<file path="config.mk">
export PLATFORM = sky130hd
export DESIGN_NAME = acq_window_timer
export DESIGN_NICKNAME = d
export VERILOG_FILES = /design/src/rtl/acq_window_pkg.sv /design/src/rtl/acq_len_calc.sv /design/src/rtl/acq_down_counter.sv /design/src/rtl/acq_window_timer.sv
export SDC_FILE = /design/constraint.sdc
export NUM_CORES = 1
export LEC_CHECK = 0
export BUFFER_PORTS_ARGS = -buffer_cell sky130_fd_sc_hd__buf_4
export CAP_MARGIN = 5
export CORE_AREA = 2 2 39 41
export CTS_CLUSTER_SIZE = 10
export DETAILED_ROUTE_END_ITERATION = 16
export DIE_AREA = 0 0 41 43
export PLACE_DENSITY = 0.62
export SYNTH_ARGS = -nofsm -noshare
export SYNTH_HDL_FRONTEND = slang
export SYNTH_SLANG_ARGS = --single-unit
</file>
<file path="constraint.sdc">
create_clock -name clk_i -period 1.2 [get_ports clk_i]
set_input_delay 0.12 -clock clk_i [delete_from_list [all_inputs] [get_ports clk_i]]
set_output_delay 0.12 -clock clk_i [all_outputs]
set_load 0.01 [all_outputs]
</file>
<file path="src/rtl/acq_window_pkg.sv">
package acq_window_pkg;
  parameter int unsigned ACQ_EXT_W   = 4;
  parameter int unsigned ACQ_HI_BASE = 9;
  parameter int unsigned ACQ_LO_BASE = 2;
  localparam int unsigned ACQ_MAX_LEN =
    ((ACQ_HI_BASE > ACQ_LO_BASE) ? ACQ_HI_BASE : ACQ_LO_BASE) + 2 * ((1 << ACQ_EXT_W) - 1);
  localparam int unsigned ACQ_CNT_W = $clog2(ACQ_MAX_LEN + 1);

  typedef enum logic {
    ACQ_MODE_LO = 1'b0,
    ACQ_MODE_HI = 1'b1
  } acq_mode_e;
endpackage

</file>
<file path="src/rtl/acq_len_calc.sv">
module acq_len_calc #(
  parameter int unsigned EXT_W   = 4,
  parameter int unsigned CNT_W   = 6,
  parameter int unsigned HI_BASE = 9,
  parameter int unsigned LO_BASE = 2
) (
  input  acq_window_pkg::acq_mode_e mode_i,
  input  logic [EXT_W-1:0]          ext_i,
  output logic [CNT_W-1:0]          len_o
);
  logic [CNT_W-1:0] base;
  logic [CNT_W-1:0] ext_cycles;

  always_comb begin
    base       = (mode_i == acq_window_pkg::ACQ_MODE_HI) ? CNT_W'(HI_BASE) : CNT_W'(LO_BASE);
    // extension counts in pairs of cycles
    ext_cycles = CNT_W'(ext_i) << 1;
    len_o      = base + ext_cycles;
  end
endmodule

</file>
<file path="src/rtl/acq_down_counter.sv">
module acq_down_counter #(
  parameter int unsigned CNT_W = 6
) (
  input  logic             clk_i,
  input  logic             rst_ni,
  input  logic             load_i,
  input  logic [CNT_W-1:0] len_i,
  output logic             active_o,
  output logic             done_o
);
  logic [CNT_W-1:0] remain_q;
  logic             done_q;

  always_ff @(posedge clk_i or negedge rst_ni) begin
    if (!rst_ni) begin
      remain_q <= '0;
      done_q   <= 1'b0;
    end else begin
      done_q <= (remain_q == CNT_W'(1));
      if (load_i)               remain_q <= len_i;
      else if (remain_q != '0)  remain_q <= remain_q - CNT_W'(1);
    end
  end

  assign active_o = (remain_q != '0);
  assign done_o   = done_q;
endmodule

</file>
<file path="src/rtl/acq_window_timer.sv">
module acq_window_timer #(
  parameter int unsigned EXT_W   = acq_window_pkg::ACQ_EXT_W,
  parameter int unsigned HI_BASE = acq_window_pkg::ACQ_HI_BASE,
  parameter int unsigned LO_BASE = acq_window_pkg::ACQ_LO_BASE
) (
  input  logic             clk_i,
  input  logic             rst_ni,
  input  logic             start_i,
  input  logic             mode_hi_i,
  input  logic [EXT_W-1:0] acq_ext_i,
  output logic             acq_active_o,
  output logic             done_o
);
  localparam int unsigned MAX_LEN =
    ((HI_BASE > LO_BASE) ? HI_BASE : LO_BASE) + 2 * ((1 << EXT_W) - 1);
  localparam int unsigned CNT_W = $clog2(MAX_LEN + 1);

  acq_window_pkg::acq_mode_e mode;
  logic [CNT_W-1:0]          len;
  logic                      active;
  logic                      load;

  assign mode = mode_hi_i ? acq_window_pkg::ACQ_MODE_HI : acq_window_pkg::ACQ_MODE_LO;

  acq_len_calc #(
    .EXT_W  (EXT_W),
    .CNT_W  (CNT_W),
    .HI_BASE(HI_BASE),
    .LO_BASE(LO_BASE)
  ) len_i (
    .mode_i(mode),
    .ext_i (acq_ext_i),
    .len_o (len)
  );

  // starts are accepted only while idle; the length is captured into the counter
  assign load = start_i && !active;

  acq_down_counter #(
    .CNT_W(CNT_W)
  ) cnt_i (
    .clk_i   (clk_i),
    .rst_ni  (rst_ni),
    .load_i  (load),
    .len_i   (len),
    .active_o(active),
    .done_o  (done_o)
  );

  assign acq_active_o = active;
endmodule

</file>
==> flow_summary_export.csv <==
group,metric,value,unit
hold_path,hold_depth,3,
synth,synth_cells,48,
drt,firstDrtPassIters,4,
synth,yosys_warnings,0,
drt,drtIter0Drc,3,
synth,synth_top_area_cell,"dfrtp_1",
power,p_leak,0.0003370,µW
sta,tns,-0.6909,ns
clocking,cts_max_level,1,
drt,drtAntennaViolNets,0,
hold_path,hold_class,"input port to register",
flow_run,cap_violations,0,
hold_path,hold_end,"cnt_i.remain_q[2]$_DFFE_PN0P_",
sta,fin_crit_sh,114.6,%
power,cellPowerDensity,2074,nW/µm²
worst_setup_path,path_class,"register to output pin",
global_routing,antenna_found_initial,0,
clocking,cts_buffer_depth,2,
global_routing,grt_max_degree,9,
global_routing,grt_pass1_wl,2090,µm
clocking,worstSkewPairLatency,0.26,ns
power,p_comb_share,56.4,%
synth,synthesis.area,475.5,µm²
worst_setup_path,crit_top_cell,"buf_6",
floorplanning,start_util,34.36,%
hold_path,hp-start,"start_i",
worst_setup_path,worstPathArrival,1.26,ns
sta,slew_headroom,85.63,%
floorplanning,ios,10,
synth,ys_ff_latch,7,
place,dp_hpwl,865.3,µm
finish,area_growth,53.16,%
synth,avgSynthCellArea,9.905,µm²
sta,clock-skew-final,0.0009588,ns
worst_setup_path,end_kind,"output pin",
finish,fin_nets,88,
sta,fin_ws,-0.1751,ns
place,port_buffers,9,
power,vdd_drop_max,1.095,mV
worst_setup_path,slowest_delay,0.38,ns
synth,yosysSeqAreaShare,36.84,%
sta,rsz0062_at_grt,"true",
sta,slew_violations,0,
clocking,cts_made_buffers,3,
worst_setup_path,crit_path_cell_trace,"nor3_2 > nand3b_1 > buf_6 > buf_6",
run_status,status,"complete, but fails checks",
power,swShare,36.73,%
global_routing,grt_remaining_overflow,0,
floorplanning,die_x,41,µm
worst_setup_path,crit_family,"flip-flops",
place,preCtsSetupSlack,-0.07273,ns
worst_setup_path,worstPathRequired,1.08,ns
sta,setup_viol,6,
synth,syn-num-nets,62,
clocking,cts_sinks,7,
worst_setup_path,reg2reg_depth,6,
power,p_sw,554.9,µW
sta,max_freq,727.2,MHz
worst_setup_path,reg2reg_to,"cnt_i.remain_q[1]$_DFFE_PN0P_",
worst_setup_path,setup.worst_path.start_class,"register",
drt,via_per_inst,5.045,
run_status,violations,"setup timing",
drt,vias,449,
sta,worst_slew_pin_slew,0.2138,ns
drt,wl_per_cell,12.58,µm
worst_setup_path,path_buf_inv,2,
worst_setup_path,critPathSlowestCell,"dfrtp_1",
finish,final_layout_size_suffix_gt1_share,47.95,%
synth,synth_cell_type_count,22,
place,place.gp.congestion,0.8675,
worst_setup_path,critPathMaxFanout,2,
synth,synth_top_area_share,36.84,%
clocking,cts_tree,"built",
floorplanning,dieHeight,43,µm
floorplanning,core,1384,µm²
floorplanning,rows,14,
worst_setup_path,r2r_slack,-0.13,ns
power,clkPwrFrac,14.8,%
worst_setup_path,r2r_start,"cnt_i.remain_q[3]$_DFFE_PN0P_",
drt,totalWireLength,1120,µm
floorplanning,dieArea,1763,µm²
finish,antenna_cells,0,
clocking,cts-root-buf,"clkbuf_4",
drt,drc,0,
global_routing,grt.total_usage,18.67,%
global_routing,first_global_vias,486,
sta,fin_crit,1.375,ns
clocking,clkSlewWorstSetupHoldPaths,0.05,ns
power,p_int,955.7,µW
synth,yosys-top-cells-area,"dfrtp_1 37%, ha_1 16%, a21oi_1 8.4%",
sta,hold_viol,0,
power,seqPwrFrac,28.8,%
-- routing by layer --
metal | part of all wire, % | up-vias | track usage (%)
met2 | 50 | 11 | 27.50
met5 | 0 | - | 0
met3 | 5.8 | 5 | 7.853
li1 | - | 223 | -
met4 | 3.9 | 0 | 12.00
met1 | 40 | 210 | 20.92
-- cell families after synthesis --
kind of cell	Yosys count	share of synthesized area (%)
AO/OA/AOI/OAI	14	19.21
AND/OR/NAND/NOR	12	15.00
flip-flops	7	36.84
adder cells (fa/ha/maj)	6	15.79
buffers and inverters	5	5.788
XOR/XNOR	4	7.370
-- cells in the final DEF, fill, tap and decap left out, drive strengths merged, types with 2 or more instances in the layout --
master | netlist | layout
buf | 2 | 22
nor2 | 3 | 3
a211oi | 2 | 2
a21oi | 8 | 8
xor2 | 2 | 2
xnor2 | 2 | 2
dfrtp | 7 | 7
ha | 6 | 6
inv | 3 | 3
nor3 | 2 | 2
nand2 | 2 | 2
nand3b | 2 | 2
clkbuf | 0 | 4
-- state kept, by name, summed over array words and instances, names as in the netlist --
signal and flops:
cnt_i.done_o 1, cnt_i.remain_q 6
-- how the worst max path moves through the flow --
stage | from | endpoint | cells after the start
floorplan | cnt_i.remain_q[3]$_DFFE_PN0P_ | cnt_i.remain_q[1]$_DFFE_PN0P_ | 5
CTS | cnt_i.remain_q[4]$_DFFE_PN0P_ | acq_active_o | 4
finish | cnt_i.remain_q[3]$_DFFE_PN0P_ | acq_active_o | 4
detailed placement | mode_hi_i | cnt_i.remain_q[5]$_DFFE_PN0P_ | 8
global route | cnt_i.remain_q[1]$_DFFE_PN0P_ | acq_active_o | 5
global placement | mode_hi_i | cnt_i.remain_q[5]$_DFFE_PN0P_ | 8
-- cells in the mapped netlist, drive strengths merged --
library cell,number
dfrtp,7
and3b,1
a21oi,8
o32ai,1
a211oi,2
buf,2
o211ai,1
a41oi,1
nor2,3
nand2,2
inv,3
or2b,1
ha,6
xnor2,2
nand3b,2
a31oi,1
xor2,2
nand3,1
nor3,2
-- what timing repair did --
action,CTS,global route
gates resized for setup,7,1
pin swaps,3,3
setup endpoints to repair,5,7
hold buffers,1,0
buffers inserted,2,1
hold endpoints to repair,7,0
-- through the flow --
stage	cells	utilization [%]	instance area (µm²)	hold WS, ns	total power (µW)
floorplan	48	-	488.0	-0.1756	864.8
global placement	82	46.38	641.9	-0.06209	1217
detailed placement	82	46.38	641.9	-0.06214	1223
CTS	89	52.35	724.4	0.1906	1509
global route	89	52.62	728.2	0.2044	1654
finish	89	52.62	728.2	0.1941	1511
-- power by group through the flow --
stage / clock network [µW] / logic, µW / registers (µW)
after global placement: 0 / 785 / 433
after global routing: 242 / 964 / 448
after detailed placement: 0 / 785 / 438
after floorplan: 0 / 417 / 447
final: 224 / 852 / 435
after CTS: 229 / 846 / 434
-- worst register-to-register path, cell delays in order (launching register included) --
cell and delay, ns:
dfrtp_1 0.38, nor3_2 0.22, nand3b_1 0.14, buf_6 0.14, buf_4 0.13, a211oi_2 0.14, a21oi_1 0.06
-- final cells by class --
| class | count | area [µm²] |
|---|---|---|
| repair buffers | 23 | 190.2 |
| well taps | 16 | 20.02 |
| inverters | 3 | 11.26 |
| clock buffers | 4 | 26.28 |
| multi-input cells | 36 | 305.3 |
| flip-flops and latches | 7 | 175.2 |
| fillers | 120 | 655.6 |
Note: power is estimated with default switching activity, not from simulation.
